--- config.mk ---
export PLATFORM = sky130hd
export DESIGN_NAME = ctr_timer_set
export DESIGN_NICKNAME = d
export VERILOG_FILES = /design/src/rtl/ctr_timer_set.sv
export SDC_FILE = /design/constraint.sdc
export NUM_CORES = 1
export LEC_CHECK = 0
export BUFFER_PORTS_ARGS = -buffer_cell sky130_fd_sc_hd__buf_2
export CAP_MARGIN = 20
export CORE_MARGIN = 2
export CORE_UTILIZATION = 40
export CTS_CLUSTER_DIAMETER = 200
export DETAILED_ROUTE_END_ITERATION = 10
export HOLD_SLACK_MARGIN = 0.05
export SYNTH_ARGS = -nofsm -noshare
export SYNTH_HDL_FRONTEND = slang
export SYNTH_SLANG_ARGS = --single-unit
--- constraint.sdc ---
create_clock -name clk -period 2.6 [get_ports clk]
set_clock_uncertainty 0.05 [all_clocks]
set_input_delay 0.26 -clock clk [delete_from_list [all_inputs] [get_ports clk]]
set_output_delay 0.26 -clock clk [all_outputs]
set_load 0.01 [all_outputs]
--- src/rtl/ctr_timer_set.sv ---
module ctr_timer_set #(
  parameter int NPROC = 2,
  parameter int CW = 16,
  localparam int NT = NPROC + 1,
  localparam int PW = $clog2(NT + 1),
  localparam int AW = PW + 3
) (
  input  logic             clk,
  input  logic             rst_n,
  input  logic             tick,
  input  logic             bus_wr,
  input  logic             bus_rd,
  input  logic [AW-1:0]    bus_addr,
  input  logic [CW-1:0]    bus_wdata,
  output logic [CW-1:0]    bus_rdata,
  output logic             irq_sys,
  output logic [NPROC-1:0] irq_cpu
);
  logic [PW-1:0]    page;
  logic [2:0]       word;
  logic [CW-1:0]    lim_v [NT];
  logic [CW-1:0]    cnt_v [NT];
  logic [NT-1:0]    irq_v;
  logic [NT-1:0]    fr;
  logic [NT-1:0]    adv;
  logic [NPROC-1:0] run_v;
  logic [NPROC-1:0] cfg_mode;

  assign page = bus_addr[AW-1:3];
  assign word = bus_addr[2:0];

  always_ff @(posedge clk) begin
    if (!rst_n) cfg_mode <= '0;
    else if (bus_wr && page == PW'(NPROC) && word == 3'd4) cfg_mode <= bus_wdata[NPROC-1:0];
  end

  for (genvar t = 0; t < NT; t++) begin : g_tmr
    logic [CW-1:0] lim_r, cnt_r;
    logic          irq_r;
    logic          sel, wr_lim, wr_lnc, rd_lim, active, wrap;

    assign sel    = page == PW'(t);
    assign wr_lim = bus_wr & sel & (word == 3'd0);
    assign wr_lnc = bus_wr & sel & (word == 3'd2);
    assign rd_lim = bus_rd & sel & (word == 3'd0);
    assign active = tick & (lim_r != '0);
    assign wrap   = active & (cnt_r >= lim_r);

    if (t < NPROC) begin : g_cpu
      logic run_r;
      always_ff @(posedge clk) begin
        if (!rst_n) run_r <= 1'b0;
        else if (bus_wr && sel && word == 3'd3) run_r <= bus_wdata[0];
      end
      assign run_v[t] = run_r;
      assign fr[t]    = cfg_mode[t];
      assign adv[t]   = tick & run_r;
    end else begin : g_sys
      assign fr[t]  = 1'b0;
      assign adv[t] = 1'b0;
    end

    always_ff @(posedge clk) begin
      if (!rst_n) begin
        lim_r <= '0;
        cnt_r <= '0;
        irq_r <= 1'b0;
      end else if (wr_lim) begin
        lim_r <= bus_wdata;
        cnt_r <= CW'(1);
        irq_r <= 1'b0;
      end else begin
        if (wr_lnc) lim_r <= bus_wdata;
        if (fr[t]) begin
          irq_r <= 1'b0;
          if (adv[t]) cnt_r <= cnt_r + CW'(1);
        end else if (wrap) begin
          cnt_r <= CW'(1);
          irq_r <= 1'b1;
        end else begin
          if (active) cnt_r <= cnt_r + CW'(1);
          if (rd_lim) irq_r <= 1'b0;
        end
      end
    end

    assign lim_v[t] = lim_r;
    assign cnt_v[t] = cnt_r;
    assign irq_v[t] = irq_r;
  end

  always_comb begin
    bus_rdata = '0;
    for (int t = 0; t < NT; t++) begin
      if (page == PW'(t)) begin
        case (word)
          3'd0, 3'd2: bus_rdata = lim_v[t];
          3'd1:       bus_rdata = cnt_v[t];
          3'd3:       if (t < NPROC) bus_rdata = CW'(run_v[t % NPROC]);
          3'd4:       if (t == NPROC) bus_rdata = CW'(cfg_mode);
          default:    bus_rdata = '0;
        endcase
      end
    end
  end

  assign irq_sys = irq_v[NPROC];
  assign irq_cpu = irq_v[NPROC-1:0];
endmodule


# == Word level (Yosys, flattened, before mapping) ==
# Index checks and enable logic that the tools add are counted.
# totals
regBits,103
inputBits,26
out_inout_bits,19
elab_cells,119
# op_classes
add_sub_neg,3
n_lt_le_gt_ge,3
n_eq_ne,10
n_mux,31
n_bitwise,24
n_reduce_logical,33
# op_table
cell,count
two-way mux 16 bit,17
case mux 16 bit (4 select lines),2
adder 16 x 1 -> 16 bit (second input constant),3
>= comparator 16 bit,3
case mux 16 bit (3 select lines),1
nonzero test 16 bit,3
bitwise AND 1 bit,23
nonzero test 2 bit,6
two-way mux 1 bit,11
nonzero test 3 bit,3
OR reduction 3 bit,3
AND reduction 2 bit,4
nonzero test 4 bit,2
OR reduction 2 bit,4
equality test 3 x 2 -> 1 bit (second input constant),2
logical AND 1 bit,6
inequality test 3 x 2 -> 1 bit (second input constant),2
inequality test 2 bit (second input constant),2
equality test 3 x 1 -> 1 bit (second input constant),1
equality test 3 bit (second input constant),1
zero test 3 bit,1
equality test 2 x 1 -> 1 bit (second input constant),1
equality test 2 bit (second input constant),1
zero test 2 bit,1
inverter 1 bit,1

# == Longest topological paths before layout ==
# logic_depth
depth_word,8
mapped_depth,9

# == Worst setup path after synthesis ==
# No wires, ideal clock.
# synth_path
path_type,reg2reg
start,register g_tmr[0].lim_r[6]
end,register g_tmr[0].cnt_r[11]
setup_ns,0.064
arrival_time_ns,1.903
slack_ns,0.583
stages_incl_launch_ff,10
n_path_buf,1
path_cell_list,dfxtp_1 > inv_1 > ha_1 > a21o_1 > a21o_1 > a22o_1 > o311ai_4 > nand2_4 > buf_6 > nor2_1
# synth_between
elab_chain_len,5
word_cells_on_any_way,8
classes_between,order compare: 1; mux: 2; bitwise: 2; reduce/logical: 3
# synth_rtl
element,line_no,text
"start, declared",38,"logic [CW-1:0] lim_r, cnt_r;"
"start signal, assigned",69,lim_r <= bus_wdata;
"start signal, assigned",73,if (wr_lnc) lim_r <= bus_wdata;
branches (longest 5 deep; another with >= comparator 16 bit),--,
"end signal, assigned",76,if (adv[t]) cnt_r <= cnt_r + CW'(1);
"end signal, assigned",81,if (active) cnt_r <= cnt_r + CW'(1);
"end, declared",38,
# Parallel ways; which one is timed is not known.
# A chain may end at the register's enable or synchronous reset.

# == Final worst setup path ==
# layout_path
start,register g_tmr[2].lim_r[13]
end,register g_tmr[2].cnt_r[4]
# layout_between
elab_chain_len,4
word_cells_on_any_way,5
classes_between,order compare: 1; bitwise: 2; reduce/logical: 2
# layout_rtl
element,line_no
"start, declared",38
"start signal, assigned",69
"start signal, assigned",73
branches (longest 4 deep; another with >= comparator 16 bit),--
"end signal, assigned",76
"end signal, assigned",81
"end, declared",38
# Parallel ways; which one is timed is not known.

==> results.cfg <==
[place]
gp_congestion = 0.945
hpwl_um = 15200
io_buffer_count = 44
placed_area_sq_um = 6810

[setup_path]
cp-start-kind = flip-flop
path_class = reg -> reg
required_ns = 2.78
end_kind = flip-flop
path_max_fanout = 15
cp.arrival_ns = 2.54

[global_routing]
grt_max_degree = 32
grt_pass1_wl_um = 30700
grt_use_total_pct = 24.2
antenna_found_initial = 0
overflow = 0
first_global_vias = 5458

[clock_tree]
cts_resized = 0
max-clock-path-buffers = 2
ctsHoldBuffers = 0
clock_sinks = 103
postCtsSetupBuffers = 0
cts-buffers-inserted = 9
cts_tree = done
path_clk_slew_ns = 0.08
worstSkewPairLatency_ns = 0.37
clockRootBuffer = clkbuf_16
htreeDepth = 3

[drt]
drtIter0Drc = 476
dr.pass1.iters = 5
wl_um = 19600
routedWlPerCell_um = 18.4
route.detailed.drc = 0
via_per_inst = 5.61
drtAntennaViolNets = 0
vias = 5988

[power_and_ir_drop]
max-vdd-ir-drop_v = 0.000327
p_sw_uw = 938
power_frac_seq_pct = 49.1
swShare_pct = 28.3
p_per_area_nw_per_um2 = 467
p_leak_nw = 2.66
pwr-share-clk_pct = 41.1
p_int_mw = 2.38
combPwrFrac_pct = 9.8

[timing]
fin_hold_ws_ns = 0.0980
rsz0062_at_grt = no
setup_violations = 0
max_slew_margin_pct = 52.9
tightest_slew_ns = 0.705
fmax_mhz = 424
fin_setup_tns_ns = 0
period_share_pct = 90.8
hold_violations = 0
drv_slew = 0
min_period_ns = 2.36

[logic_synthesis]
syn_area_sq_um = 6300
synth_edf_count = 0
ys_ff_latch = 103
synth-main-ff-cell = dfxtp_1
synth_area_leaders = dfxtp_1 33%, ha_1 10%, nand2_1 9.1%
synth-seq-area-share_pct = 32.7
synth_top_cell_area_share_pct = 32.7
synthCells = 805
yosys_warnings = 0
synth_largest_area_cell = dfxtp_1
syn_nets = 882
ys_types = 62
ys_async_sr_fraction_pct = 0
syn_area_per_cell_sq_um = 7.83

[final_layout]
final_common_cell = nand2_1
final_core_util_pct = 46.4
nFillCells = 1597
syn2layout_area_growth_pct = 12.7
nNetsFinal = 928
final_cell_mix = 152 x nand2_1, 103 x dfxtp_1, 63 x nor2_1
diodes = 0
drive_gt1_share_pct = 13.0
fin_area_sq_um = 7100

[worst_hold_path]
hp-class = in -> reg

[floorplanning]
rows = 45
start_util_pct = 41.1
die_w_um = 130
ioPinCount = 45
core_area_sq_um = 15300
die_h_um = 130
fp.dieArea_sq_um = 16800

[flow_run]
drv_cap = 0

[outcome]
status = complete, no violations
-- registers in the layout (all words and copies together) (netlist names) --
name / flops
cfg_mode: 2
g_tmr.cnt_r: 48
g_tmr.g_cpu.run_r: 2
g_tmr.irq_r: 2
g_tmr.lim_r: 48
irq_sys: 1
-- cells by family after synthesis --
logic type | after synthesis | share of synthesized area (%)
simple gates | 330 | 24.3
xor+xnor | 44 | 6.12
compound gates | 172 | 18.4
flops | 103 | 32.7
buf+inv | 97 | 6.83
fa+ha+maj | 51 | 10.1
mux | 8 | 1.47
-- power groups by stage --
stage | Clock (mW) | Sequential [mW] | Combinational [mW]
floorplan | 0 | 1.65 | 0.222
global placement | 0 | 1.66 | 0.320
detailed placement | 0 | 1.66 | 0.320
CTS | 1.39 | 1.63 | 0.320
global route | 1.45 | 1.63 | 0.355
finish | 1.36 | 1.63 | 0.324
-- through the flow --
| stage | power, mW | setup slack, ns | std cells |
|---|---|---|---|
| finish | 3.31 | 0.240 | 1067 |
| global route | 3.44 | 0.0434 | 1067 |
| CTS | 3.33 | 0.267 | 1067 |
| detailed placement | 1.98 | 0.285 | 1051 |
| global placement | 1.98 | 0.320 | 1051 |
| floorplan | 1.88 | 0.583 | 805 |
-- synthesized netlist by cell type (10+ instances only) --
library cell,instances
nand2_1,152
nand3_1,18
buf_2,17
dfxtp_1,103
a21oi_1,61
ha_1,51
xor2_1,30
clkbuf_1,17
a21o_1,10
xnor2_1,14
o21ai_0,22
o221ai_1,14
nand4_1,32
inv_1,53
nor4_1,17
nor2_1,63
a22oi_1,30
and3_1,14
-- path summary, 6_finish.rpt --
check        slack [ns]  cells past startpoint                 end                from
max                0.24                      8   g_tmr[2].cnt_r[4]  g_tmr[2].lim_r[13]
min                 0.1                      3   g_tmr[0].lim_r[4]        bus_wdata[4]
max reg2reg        0.24                      8   g_tmr[2].cnt_r[4]  g_tmr[2].lim_r[13]
min reg2reg        0.42                      2  g_tmr[0].lim_r[11]  g_tmr[0].lim_r[11]
-- layout make-up --
| type | instances | area [sq um] | share of cell area [%] |
|---|---|---|---|
| Clock inverter | 7 | 62.6 | 0.881 |
| Inverter | 55 | 206 | 2.91 |
| Multi-Input combinational cell | 605 | 3810 | 53.7 |
| Tap cell | 211 | 264 | 3.72 |
| Sequential cell | 103 | 2060 | 29.0 |
| Timing Repair Buffer | 77 | 468 | 6.59 |
| Clock buffer | 9 | 225 | 3.17 |
-- routing by layer --
metal | GRT usage (%) | share of wire, % | vias up
met3 | 4.00 | 7.5 | 26
li1 | - | - | 2925
met2 | 36.2 | 44 | 203
met5 | 0 | 0 | -
met4 | 8.22 | 2.2 | 0
met1 | 35.2 | 47 | 2834
-- critical path, stage by stage (launching register included) --
cell and delay, ns:
dfxtp_1 0.40, inv_1 0.07, ha_1 0.30, nand4_1 0.13, nor2_1 0.17, o2111ai_1 0.11
o221a_2 0.32, o211ai_2 0.55, nor2_1 0.12
(Power assumes the default switching activity.)
